## config.mk

```make
export PLATFORM = sky130hd
export DESIGN_NAME = ckr_top
export DESIGN_NICKNAME = d
export VERILOG_FILES = /design/src/rtl/ckr_pkg.sv /design/src/rtl/ckr_div2n.sv /design/src/rtl/ckr_gfmux.sv /design/src/rtl/ckr_pwrseq.sv /design/src/rtl/ckr_top.sv
export SDC_FILE = /design/constraint.sdc
export NUM_CORES = 1
export LEC_CHECK = 0
export BUFFER_PORTS_ARGS = -buffer_cell sky130_fd_sc_hd__buf_2
export CAP_MARGIN = 20
export CORE_ASPECT_RATIO = 0.9
export CORE_MARGIN = 10
export CORE_UTILIZATION = 28
export CTS_CLUSTER_DIAMETER = 30
export DETAILED_ROUTE_END_ITERATION = 6
export GPL_ROUTABILITY_DRIVEN = 0
export PLACE_DENSITY = 0.51
export SYNTH_ARGS = -nofsm -noshare
export SYNTH_HDL_FRONTEND = slang
export SYNTH_SLANG_ARGS = --single-unit
```

## constraint.sdc

```tcl
create_clock -name clk_i -period 3.6 [get_ports clk_i]
set_input_delay 0.54 -clock clk_i [delete_from_list [all_inputs] [get_ports clk_i]]
set_output_delay 0.54 -clock clk_i [all_outputs]
set_load 0.1 [all_outputs]
```

## src/rtl/ckr_pkg.sv

```systemverilog
package ckr_pkg;

    localparam int P_W    = 5;
    localparam int R_W    = 8;
    localparam int M_W    = 11;
    localparam int SEL_W  = 2;
    localparam int FB_W   = M_W + 1;
    localparam int PROF_W = P_W + R_W + M_W + 2 * SEL_W;
    localparam int C0_N   = 3;
    localparam int C1_N   = 4;

    typedef enum logic [1:0] {
        PM_ENABLE = 2'd0,
        PM_SLEEP  = 2'd1,
        PM_SELECT = 2'd2,
        PM_CLKOUT = 2'd3
    } pin_mode_e;

    typedef enum logic [1:0] {
        C0_SYN     = 2'd0,
        C0_REF     = 2'd1,
        C0_REFDIV  = 2'd2,
        C0_SYN_ALT = 2'd3
    } c0_src_e;

    typedef enum logic [1:0] {
        C1_REF    = 2'd0,
        C1_REF_H  = 2'd1,
        C1_CLK0   = 2'd2,
        C1_CLK0_H = 2'd3
    } c1_src_e;

    typedef enum logic [1:0] {
        SQ_RUN   = 2'd0,
        SQ_SLEEP = 2'd1,
        SQ_WAKE  = 2'd2
    } seq_e;

    typedef struct packed {
        c1_src_e        c1;
        c0_src_e        c0;
        logic [M_W-1:0] m;
        logic [R_W-1:0] r;
        logic [P_W-1:0] p;
    } prof_t;

    // A zero post-divide setting would give no division at all; use 1.
    function automatic logic [P_W-1:0] eff_half(input logic [P_W-1:0] p);
        return (p == '0) ? P_W'(1) : p;
    endfunction

    // Source code 3 of the main output aliases the synthesizer path.
    function automatic logic [SEL_W-1:0] c0_index(input c0_src_e s);
        return (s == C0_SYN_ALT) ? SEL_W'(C0_SYN) : SEL_W'(s);
    endfunction

endpackage

```

## src/rtl/ckr_div2n.sv

```systemverilog
module ckr_div2n #(
    parameter int CW = 5
) (
    input  logic          clk_i,
    input  logic          rst_i,
    input  logic          tick_i,
    input  logic [CW-1:0] half_i,
    output logic          lvl_o,
    output logic          tc_o
);

    logic [CW-1:0] cnt_q;
    logic          lvl_q;
    logic          wrap;

    // ">=" keeps the counter sane if the half period shrinks mid-phase.
    assign wrap = tick_i && (cnt_q >= half_i - CW'(1));

    always_ff @(posedge clk_i) begin
        if (rst_i) begin
            cnt_q <= '0;
            lvl_q <= 1'b0;
        end else if (wrap) begin
            cnt_q <= '0;
            lvl_q <= ~lvl_q;
        end else if (tick_i) begin
            cnt_q <= cnt_q + CW'(1);
        end
    end

    assign lvl_o = lvl_q;
    // End of a complete period: the high phase is finishing.
    assign tc_o  = wrap && lvl_q;

endmodule

```

## src/rtl/ckr_gfmux.sv

```systemverilog
module ckr_gfmux #(
    parameter int N  = 3,
    parameter int SW = $clog2(N)
) (
    input  logic          clk_i,
    input  logic          rst_i,
    input  logic [N-1:0]  src_i,
    input  logic [SW-1:0] sel_i,
    output logic          out_o
);

    logic [SW-1:0] cur_q;
    logic          park_q;
    logic          out_q;

    always_ff @(posedge clk_i) begin
        if (rst_i) begin
            cur_q  <= sel_i;
            park_q <= 1'b0;
            out_q  <= 1'b0;
        end else if (park_q) begin
            // Hold low; adopt the new source only while it is low.
            out_q <= 1'b0;
            if (!src_i[sel_i]) begin
                cur_q  <= sel_i;
                park_q <= 1'b0;
            end
        end else if ((sel_i != cur_q) && !out_q) begin
            // Old source is in its low phase: leave it here.
            park_q <= 1'b1;
            out_q  <= 1'b0;
        end else begin
            out_q <= src_i[cur_q];
        end
    end

    assign out_o = out_q;

endmodule

```

## src/rtl/ckr_pwrseq.sv

```systemverilog
module ckr_pwrseq
    import ckr_pkg::*;
#(
    parameter int CW = 8
) (
    input  logic          clk_i,
    input  logic          rst_i,
    input  logic          sleep_req_i,
    input  logic          ref_rise_i,
    input  logic [CW-1:0] wake_i,
    output logic          run_o
);

    seq_e          st_q;
    logic [CW-1:0] cnt_q;

    always_ff @(posedge clk_i) begin
        if (rst_i) begin
            st_q  <= SQ_RUN;
            cnt_q <= '0;
        end else begin
            case (st_q)
                SQ_RUN: begin
                    if (sleep_req_i) st_q <= SQ_SLEEP;
                end
                SQ_SLEEP: begin
                    if (!sleep_req_i) begin
                        st_q  <= SQ_WAKE;
                        cnt_q <= '0;
                    end
                end
                SQ_WAKE: begin
                    if (sleep_req_i) begin
                        st_q <= SQ_SLEEP;
                    end else if (cnt_q >= wake_i) begin
                        st_q <= SQ_RUN;
                    end else if (ref_rise_i) begin
                        cnt_q <= cnt_q + CW'(1);
                    end
                end
                default: st_q <= SQ_RUN;
            endcase
        end
    end

    assign run_o = (st_q == SQ_RUN);

endmodule

```

## src/rtl/ckr_top.sv

```systemverilog
module ckr_top
    import ckr_pkg::*;
#(
    parameter int WAKE_W = 8,
    parameter int SYNC_N = 2
) (
    input  logic              clk_i,
    input  logic              rst_i,
    input  logic              ref_i,
    input  logic              pin_i,
    input  logic [PROF_W-1:0] cfg_prof_a_i,
    input  logic [PROF_W-1:0] cfg_prof_b_i,
    input  logic [1:0]        cfg_pin_mode_i,
    input  logic [WAKE_W-1:0] cfg_wake_i,
    output logic              clk0_o,
    output logic              clk0_oe_o,
    output logic              pin_o,
    output logic              pin_oe_o,
    output logic [R_W-1:0]    ref_ratio_o,
    output logic [FB_W-1:0]   fb_ratio_o
);

    // Pin synchronizer; idle level is high, matching an undriven pin.
    logic [SYNC_N-1:0] pin_sync_q;
    logic              pin_s;

    always_ff @(posedge clk_i) begin
        if (rst_i) pin_sync_q <= '1;
        else       pin_sync_q <= {pin_sync_q[SYNC_N-2:0], pin_i};
    end
    assign pin_s = pin_sync_q[SYNC_N-1];

    // Role decode of the shared pin.
    pin_mode_e mode;
    logic      oe_req, sleep_req, want_b;

    assign mode      = pin_mode_e'(cfg_pin_mode_i);
    assign oe_req    = (mode == PM_ENABLE) ? pin_s : 1'b1;
    assign sleep_req = (mode == PM_SLEEP) && !pin_s;
    assign want_b    = (mode == PM_SELECT) && !pin_s;

    // Reference oversampling and edge detect.
    logic ref_q, ref_qq, ref_rise;

    always_ff @(posedge clk_i) begin
        if (rst_i) begin
            ref_q  <= 1'b0;
            ref_qq <= 1'b0;
        end else begin
            ref_q  <= ref_i;
            ref_qq <= ref_q;
        end
    end
    assign ref_rise = ref_q && !ref_qq;

    // Sleep / wake sequencing.
    logic run, srst;

    ckr_pwrseq #(.CW(WAKE_W)) u_seq (
        .clk_i       (clk_i),
        .rst_i       (rst_i),
        .sleep_req_i (sleep_req),
        .ref_rise_i  (ref_rise),
        .wake_i      (cfg_wake_i),
        .run_o       (run)
    );
    assign srst = rst_i || !run;

    // Active profile, switched only at a post-divider period boundary.
    prof_t          prof_a, prof_b, act;
    logic           prof_sel;
    logic           syn_tc;
    logic [P_W-1:0] half;

    assign prof_a = prof_t'(cfg_prof_a_i);
    assign prof_b = prof_t'(cfg_prof_b_i);
    assign act    = prof_sel ? prof_b : prof_a;
    assign half   = eff_half(act.p);

    always_ff @(posedge clk_i) begin
        if (srst)                             prof_sel <= want_b;
        else if (syn_tc && prof_sel != want_b) prof_sel <= want_b;
    end

    // Dividers.
    logic syn_lvl, ref_div, ref_tc_unused, ref_h;

    ckr_div2n #(.CW(P_W)) u_syn_div (
        .clk_i  (clk_i),
        .rst_i  (srst),
        .tick_i (1'b1),
        .half_i (half),
        .lvl_o  (syn_lvl),
        .tc_o   (syn_tc)
    );

    ckr_div2n #(.CW(P_W)) u_ref_div (
        .clk_i  (clk_i),
        .rst_i  (srst),
        .tick_i (ref_rise),
        .half_i (half),
        .lvl_o  (ref_div),
        .tc_o   (ref_tc_unused)
    );

    always_ff @(posedge clk_i) begin
        if (srst)          ref_h <= 1'b0;
        else if (ref_rise) ref_h <= ~ref_h;
    end

    // Main output mux.
    logic [C0_N-1:0] c0_src;
    logic            clk0;

    assign c0_src = {ref_div, ref_q, syn_lvl};

    ckr_gfmux #(.N(C0_N), .SW(SEL_W)) u_c0_mux (
        .clk_i (clk_i),
        .rst_i (srst),
        .src_i (c0_src),
        .sel_i (c0_index(act.c0)),
        .out_o (clk0)
    );

    // Main output halved.
    logic clk0_prev, c0_half;

    always_ff @(posedge clk_i) begin
        if (srst) begin
            clk0_prev <= 1'b0;
            c0_half   <= 1'b0;
        end else begin
            clk0_prev <= clk0;
            if (clk0 && !clk0_prev) c0_half <= ~c0_half;
        end
    end

    // Second output mux.
    logic [C1_N-1:0] c1_src;
    logic            clk1;

    assign c1_src = {c0_half, clk0, ref_h, ref_q};

    ckr_gfmux #(.N(C1_N), .SW(SEL_W)) u_c1_mux (
        .clk_i (clk_i),
        .rst_i (srst),
        .src_i (c1_src),
        .sel_i (SEL_W'(act.c1)),
        .out_o (clk1)
    );

    // Output-enable applied only while the main output is low.
    logic clk0_oe_q;

    always_ff @(posedge clk_i) begin
        if (rst_i)      clk0_oe_q <= 1'b0;
        else if (!clk0) clk0_oe_q <= oe_req;
    end

    assign clk0_o      = clk0;
    assign clk0_oe_o   = clk0_oe_q;
    assign pin_o       = clk1;
    assign pin_oe_o    = (mode == PM_CLKOUT);
    assign ref_ratio_o = act.r;
    assign fb_ratio_o  = {act.m, 1'b0};

endmodule

```

---- Word level (Yosys, flattened, before mapping) ----
Index checks and enable logic that the tools add are counted.
storage, ports and cells
  logic and storage cells ................. 119
  register bits ........................... 39
  output and inout bits ................... 24
  bits of input ports ..................... 70
operators by class
  equality and inequality tests ........... 17
  reductions and logical operators ........ 31
  add/sub/neg operators ................... 4
  bitwise logic cells ..................... 4
  muxes and demuxes ....................... 36
  order comparisons ....................... 7
operator list
  operator             number
  $mux 8               4
  $mux 28              1
  $mux 2               11
  $pmux 8 s2           1
  $mux 1               13
  $lt 2x3->1 const B   4
  $add 5x1->5 const B  2
  $ge 5x5->1           2
  $ne 2x2->1 const B   5
  $logic_and 1x1->1    9
  $add 8x1->8 const B  1
  $bmux 1 s2           4
  $eq 2x2->1 const B   4
  $ge 8x8->1           1
  $reduce_bool 2->1    4
  $logic_not 1->1      6
  $pmux 2 s3           1
  $reduce_or 3->1      2
  $logic_not 5->1      1
  $mux 5               1
  $reduce_and 5->1     1
  $sub 5x1->5 const B  1
  $eq 2x1->1 const B   2
  $logic_not 2->1      2
  other kinds (9)      16

---- Logic depth before layout (Yosys ltp) ----
Gate-level depths: netlist (run 1).
  depth in word-level cells ............... 9
  gate-level depth with buffers ........... 13
  gate-level depth less buffers ........... 12

---- By module ----
A second synthesis (run 1) with hierarchy kept.
unflattened totals
  cell total of the unflattened synthesis .. 327
  area, all modules ....................... 3071.7 µm²
modules (own cells, without submodules)
  module                sequential area each (µm²)  instances  area an instance (µm²)  cells each
  ckr_div2n             120.1                       2          529.3                   61
  ckr_top               190.2                       1          862.1                   92
  ckr_pwrseq            200.2                       1          737.0                   80
  ckr_gfmux (u_c1_mux)  100.1                       1          212.7                   16
  ckr_gfmux (u_c0_mux)  100.1                       1          201.4                   17

---- Worst setup path after synthesis (run 1) ----
OpenSTA, ideal clock, no wires.
  path type ............................... in2reg
  start ................................... input port cfg_prof_b_i[4]
  end ..................................... register u_syn_div.cnt_q[3]
  library setup time ...................... 0.086 ns
  path buffers ............................ 0
  data arrival time ....................... 2.949 ns
  data required time ...................... 3.514 ns
  stages .................................. 11
  path slack .............................. 0.565 ns
  path through ............................ or3_1 -> mux2i_4 -> nor3_1 -> xor2_1 -> o21ai_0 -> ha_1 -> a21oi_1 -> o21ai_0 -> maj3_1 -> a211o_1 -> a211oi_1
on the way
  word-level cells in the longest chain between the ends .. 6
RTL lines
  item                         line             RTL
  from (decl)                  ckr_top.sv:12    input logic [PROF_W-1:0] cfg_prof_b_i,
  $mux 28 *                    ckr_top.sv:77    assign act = prof_sel ? prof_b : prof_a;
  $logic_not 5->1              ckr_pkg.sv:49    return (p == '0) ? P_W'(1) : p;
  $mux 5 *                     ckr_pkg.sv:49
  $sub 5x1->5 *                ckr_div2n.sv:17  assign wrap = tick_i && (cnt_q >= half_i - CW'(1));
  $ge 5x5->1 *                 ckr_div2n.sv:17
  $reduce_or 2->1 (no line) *  --
  to (signal assigned)         ckr_div2n.sv:27  cnt_q <= cnt_q + CW'(1);
  to (decl)                    ckr_div2n.sv:12  logic [CW-1:0] cnt_q;
Mark *: on every way between the ends. The rest lies on a longest branch, timed or not.
A chain may end at the register's enable or synchronous reset.

---- Worst setup path after layout (run 1) ----
Same ends and word-level chain as after synthesis.

==> summary.md, run 1 <==
| Metric | Value |
|---|---|
| Status | complete, no violations |
| Most used cell, CP | o21ai_0 |
| H-tree levels | 2 |
| DR vias | around 2400 |
| Yosys top cell area share | 25.2% |
| Reg2Reg Setup Slack | 680 ps |
| Critical path depth | 12 |
| Critical Path, Cell by Cell | buf_2, or3_1, mux2i_4, nor3_1, xor2_1, o21ai_0, ha_1, a21oi_1, o21ai_0, maj3_1, a211o_1, a211oi_1 |
| DRT Pass-1 Iters | 4 |
| Max_cap viols | 0 |
| Post-synth top cells | dfxtp_1 (34), nor2_1 (25), buf_4 (21), a21oi_1 (20) |
| Worst Clk Skew | around 5.7 ps |
| Synth Register Bits | 39 |
| Clock Path Buffers | 2 |
| RSZ-0062 raised after global routing | false |
| # hold bufs at CTS | 0 |
| Count leader, synth | dfxtp_1 |
| Switching power | 0.438 mW |
| Number of inserted diodes | 0 |
| WS Path Type | in2reg |
| Port bufs | 92 |
| Worst Path Buf+Inv | 1 |
| Worst Max-Slew Pin Slew | roughly 900 ps |
| Vias per inst | 4.64 |
| DR DRC count | 0 |
| Hold Vio Cnt, Final | 0 |
| Simple-gate share of the synthesized area | a little under a fifth |
| Drt initial violations | 62 |
| Share of cells above drive strength 1 | between 30% and 40% |
| PwrDens | 397 nW/µm² |
| Cell family with most CP delay | compound AO/OA/AOI/OAI gates |
| Lkg Pwr | between 1 and 1.5 nW |
| Net switching share of the total power | about a third |
| Synth Area in Adders | 9.17% |
| Number of buffers created by CTS | 5 |
| Nets@finish | approximately 470 |
| Sequential share of the synthesized area | a little under a third |
| Clk pwr share | roughly a third |
| Reg2reg start | prof_sel |
| Post-route cell area | around 3300 µm² |
| Yosys warning total | 0 |
| CP startpoint kind | input pin |
| Area grow syn2layout | 21.2% |
| Max Fanout on Critical Path | 4 |
| Final worst path period need | a little over 3000 ps |
| Min-Delay Path Class | reg2reg |
| # fillers | 946 |
| Number of global-route vias before repair | about 2400 |
| DIE AREA | around 14000 µm² |
| I/O pins | 94 |
| Critical path's largest stage delay | approximately 440 ps |
| CTS tree | yes |
| Wire per inst | between 10 and 15 µm |
| Antenna-violating nets left | 0 |
| Initial Util | ~29% |
| Detailed Route WL | between 7 and 8 mm |
| Clock Latency Late Sink | between 200 and 300 ps |
| PostCTS Resize Cnt | 0 |
| Post CTS Setup Buffer Count | 0 |
| First-pass GRT wire length | ~11 mm |
| Post-DP HPWL | just under 6 mm |
| CTS root buf | clkbuf_8 |
| Area leader, netlist | dfxtp_1 |
| Final count of negative-setup-slack endpoints | 0 |
| Achievable Freq | around 330 MHz |
| Synth Instances | ~310 |
| Slew margin rel. | between 30% and 40% |
| Syn Std Cell Area | about 2700 µm² |
| FF-to-FF path depth | 9 |
| Cell depth of the worst hold path | 1 |
| Crit share post-route | a little under nine tenths |
| Core area | approximately 9000 µm² |
| CP Capture Type | flip-flop |
| Hold Path End | pin_sync_q[1] |
| Unique masters post-synth | 46 |
| CTS clock-pin slew for the worst setup and hold paths | 80 ps |
| Antenna violations before repair | 0 |
| Row cnt | 33 |
| Net Count, Synth | 400 |
| Cell internal pwr | between 0.8 and 0.9 mW |
| RR Endpoint | u_syn_div.cnt_q[3] |
| Hold_sp | pin_sync_q[0] |
| Post-synth EDFFs | 5 |
| FFs w/ async S/R, synth | 0% |
| WP data required | roughly 3800 ps |
| Sequential share of power | a little under two fifths |
| Clock sinks | 39 |
| Grt ovf | 0 |
| Placed cell area | about 3100 µm² |
| Synth top area cells | dfxtp_1 (25%), ha_1 (8.8%), mux2_2 (7.9%) |
| Combinational family with the most area after synthesis | simple AND/OR/NAND/NOR gates |
| Complex-gate fraction of the synthesized area | between 10 and 15% |
| Peak supply drop | approximately 0.15 mV |
| Mux contribution to synthesized area | between 10 and 15% |
| Largest net degree at the start of global routing | 32 |
| Setup TNS | 0 ps |
| Final Power | ~1.3 mW |
| Max-slew violations | 0 |
| Slowest-stage cell, CP | or3_1 |
| Avg Cell Area, Syn | 8.69 µm² |
| Worst EP arrival | about 3300 ps |
| Die Wd | approximately 120 µm |
| Total global-route track usage | under 10% |
| Die H | approximately 110 µm |
| Post-synthesis xor/xnor area fraction | 5.19% |
| Main synth FF type | dfxtp_1 |
| Combinational power share | just under 30% |
[worst max path at each step]
| stage | startpoint | to |
|---|---|---|
| floorplan | cfg_prof_b_i[4] | u_syn_div.cnt_q[3] |
| global placement | cfg_prof_b_i[4] | u_syn_div.cnt_q[3] |
| detailed placement | cfg_prof_b_i[4] | u_syn_div.cnt_q[3] |
| CTS | cfg_prof_b_i[2] | u_syn_div.cnt_q[3] |
| global route | prof_sel | u_syn_div.cnt_q[3] |
| finish | cfg_prof_b_i[4] | u_syn_div.cnt_q[3] |
[routing by layer]
metal	up-vias	wire (µm)	global-route usage, %
met4	0	49	2.09
li1	1221	-	-
met1	1025	3300	12.4
met5	-	0	0
met2	100	2820	15.3
met3	6	861	3.88
[worst register-to-register path, delay by kind of cell, from the launching register on]
family,cells,cell delay [ps]
AO/OA/AOI/OAI,4,1040
adder cells (fa/ha/maj),2,700
buffers and inverters,2,570
flip-flops,1,430
AND/OR/NAND/NOR,1,110
[layout by cell type, fill, tap and decap left out, types with 4 or more instances in the layout]
| cell type | instances |
|---|---|
| nor3_1 | 6 |
| mux2i_1 | 7 |
| edfxtp_1 | 5 |
| xor2_1 | 8 |
| buf_2 | 92 |
| clkbuf_8 | 5 |
| or3_1 | 9 |
| o31ai_1 | 4 |
| inv_1 | 19 |
| nor2_1 | 25 |
| a211oi_1 | 5 |
| dfxtp_1 | 34 |
| nand2b_1 | 5 |
| xnor2_1 | 8 |
| ha_1 | 19 |
| a21oi_1 | 20 |
| o21ai_0 | 18 |
| nor2b_1 | 9 |
| nand2_1 | 17 |
| nand3_1 | 7 |
| mux2_2 | 19 |
| nand4_1 | 5 |
[sequential cells by signal, indices dropped and copies added (netlist names), 2 cells and up]
signal,flops
u_syn_div.cnt_q,5
pin_sync_q,2
u_c0_mux.cur_q,2
u_seq.cnt_q,8
u_seq.st_q,2
u_ref_div.cnt_q,5
u_c1_mux.cur_q,2
[cell type report]
| class | instances | area, µm² | share of cell area [%] |
|---|---|---|---|
| clock buffer | 6 | 72.6 | 2.21 |
| clock inverter | 2 | 60.1 | 1.83 |
| timing repair buffer | 94 | 475 | 14.5 |
| inverter | 19 | 71.3 | 2.18 |
| multi-input combinational | 225 | 1610 | 49.3 |
| sequential | 39 | 831 | 25.4 |
| tap | 122 | 153 | 4.66 |
[power by group through the flow]
stage               logic [mW]  clock network [mW]  registers (mW)
floorplan                0.306                   0           0.500
global placement         0.374                   0           0.497
detailed placement       0.379                   0           0.499
CTS                      0.380               0.448           0.488
global route             0.414               0.465           0.492
finish                   0.376               0.437           0.488
[metrics by stage]
step	worst slack [ps]	instances	util (%)	hold slack (ps)
final	531	507	35.4	415
after global routing	340	507	35.4	440
after CTS	529	507	35.4	416
after detailed placement	227	499	34.0	397
after global placement	267	499	34.0	395
after floorplan	565	311	-	389
[cells by family (layout without fill, tap and decap cells)]
family | count (synthesis) | in the layout
flops | 39 | 39
mux | 28 | 28
fa+ha+maj | 20 | 20
xor+xnor | 16 | 16
other cells | 1 | 1
simple gates | 97 | 97
compound gates | 63 | 63
buf+inv | 47 | 121
(Power assumes the default switching activity.)
==> inputs of run 2 (changes only) <==
==> constraint.sdc (replaced) <==
create_clock -name clk_i -period 3.2 [get_ports clk_i]
set_input_delay 0.48 -clock clk_i [delete_from_list [all_inputs] [get_ports clk_i]]
set_output_delay 0.48 -clock clk_i [all_outputs]
set_load 0.1 [all_outputs]
==> summary.md, run 2 (synthesized netlist as in run 1, its figures left out) <==
| Metric | Value |
|---|---|
| Antenna violations before repair | 0 |
| RSZ-0062 raised after global routing | false |
| Post-DP HPWL | between 5 and 6 mm |
| CTS tree | yes |
| Area grow syn2layout | 21.6% |
| WS Path Type | in2reg |
| Slew margin rel. | about 35% |
| Most frequent cells in the layout | buf_2 (92), dfxtp_1 (34), nor2_1 (25), a21oi_1 (20) |
| CP startpoint kind | input pin |
| Placed Cells | 503 |
| Die H | between 100 and 150 µm |
| Hold Vio Cnt, Final | 0 |
| Clock Path Buffers | 2 |
| Lkg Pwr | around 1.5 nW |
| Pre-CTS setup slack | -75.2 ps |
| Max Fanout on Critical Path | 4 |
| Clock Latency Late Sink | ~290 ps |
| PwrDens | about 420 nW/µm² |
| CP Capture Type | flip-flop |
| Final count of negative-setup-slack endpoints | 0 |
| Vias per inst | about 4.5 |
| Number of inserted diodes | 0 |
| Non-Filler Instances | approximately 510 |
| Critical Path, Cell by Cell | buf_2, or3_1, mux2i_4, nor3_1, xor2_1, o21ai_1, ha_1, a21oi_1, o21ai_0, maj3_1, a211o_1, a211oi_1 |
| Max_cap viols | 0 |
| CTS root buf | clkbuf_8 |
| DIE AREA | 14000 µm² |
| Fin Hold WS | 373 ps |
| Max-slew violations | 0 |
| Grt ovf | 0 |
| DR vias | roughly 2300 |
| Total global-route track usage | around 9.6% |
| Largest net degree at the start of global routing | 23 |
| Status | complete, no violations |
| Worst Clk Skew | around 12 ps |
| WP data required | approximately 3400 ps |
| Wire per inst | 13.7 µm |
| First-pass GRT wire length | roughly 11 mm |
| Row cnt | 33 |
| Port bufs | around 90 |
| Nets@finish | around 480 |
| Antenna-violating nets left | 0 |
| Biggest register | u_seq.cnt_q |
| Worst EP arrival | 3130 ps |
| Setup TNS | 0 ps |
| Cell depth of the worst hold path | 2 |
| Largest regs | u_seq.cnt_q x8, u_ref_div.cnt_q x5, u_syn_div.cnt_q x5 |
| Slowest-stage cell, CP | or3_1 |
| FF-to-FF path depth | 12 |
| Number of buffers created by CTS | 5 |
| Share of cells above drive strength 1 | about a third |
| Post CTS Setup Buffer Count | 0 |
| Clock sinks | 39 |
| H-tree levels | 2 |
| Commonest non-fill, non-tap cell in the layout | buf_2 |
| Die Wd | 124 µm |
| Peak supply drop | roughly 0.2 mV |
| # fillers | 978 |
| CTS clock-pin slew for the worst setup and hold paths | ~80 ps |
| Core area | 9250 µm² |
| Min-Delay Path Class | in2reg |
| Slack of the critical path | approximately 290 ps |
| Final core utilization | between 30 and 40% |
| Final worst path period need | roughly 2900 ps |
| Worst Max-Slew Pin Slew | roughly 960 ps |
| Crit share post-route | between 90% and 100% |
| DR DRC count | 0 |
| I/O pins | 94 |
| Number of global-route vias before repair | 2308 |
| Detailed Route WL | 7.00 mm |
| Max FFs per register | 8 |
| Initial Util | a little under 30% |
| Critical path's largest stage delay | between 400 and 500 ps |
| Achievable Freq | approximately 340 MHz |
| DRT Pass-1 Iters | 4 |
| Drt initial violations | just over 100 |
## run 2: cell types whose count changed in the layout (fill, tap and decap cells not counted), sizes merged
cell,previous run,this run
buf,94,98
bufinv,2,1
clkinv,0,2
clkbuf,6,5
## run 2: cell type report
class | instances | area, µm² | area share [%]
well taps | 122 | 153 | 4.64
flip-flops and latches | 39 | 831 | 25.3
multi-input cells | 225 | 1610 | 49.1
repair buffers | 98 | 505 | 15.4
clock inverters | 3 | 43.8 | 1.33
clock buffers | 5 | 68.8 | 2.09
inverters | 19 | 71.3 | 2.17
## run 2: worst max-delay path, delay by kind of cell
kind	cells	cell delay, ps
AO/OA/AOI/OAI	5	1000
buffers and inverters	1	120
XOR/XNOR	1	140
adder cells (fa/ha/maj)	2	680
multiplexers	1	170
AND/OR/NAND/NOR	2	520
## run 2: where the power goes
| group | total [mW] | internal [mW] | leakage [nW] | switching [mW] |
|---|---|---|---|---|
| Combinational | 0.429 | 0.139 | 1.08 | 0.290 |
| Clock | 0.413 | 0.232 | 0.0581 | 0.180 |
| Sequential | 0.548 | 0.525 | 0.328 | 0.0235 |
| Total | 1.39 | 0.896 | 1.47 | 0.494 |
## run 2: through the flow
stage               total power, mW  cell area [µm²]
global placement              0.987             3170
CTS                            1.41             3290
finish                         1.39             3290
global route                   1.47             3290
floorplan                     0.907             2700
detailed placement            0.991             3170
## run 2: timing repair
item                                    in CTS  in global routing
hold buffers                                 0                  0
resized for setup                            0                  2
endpoints found under the setup margin       0                  6
## run 2: path summary, 6_finish.rpt
check | slack, ps | start | end
worst min-delay path | 370 | pin_i | pin_sync_q[0]
worst max register to register | 370 | prof_sel | u_ref_div.cnt_q[4]
worst min register to register | 410 | pin_sync_q[0] | pin_sync_q[1]
worst max-delay path | 290 | cfg_prof_b_i[2] | u_syn_div.cnt_q[3]
## run 2: per-layer routing
layer	wire, µm	vias up	track usage, %
li1	-	1230	-
met1	3430	987	12.7
met2	2650	102	14.6
met3	885	6	3.58
met4	43	0	2.09
met5	0	-	0
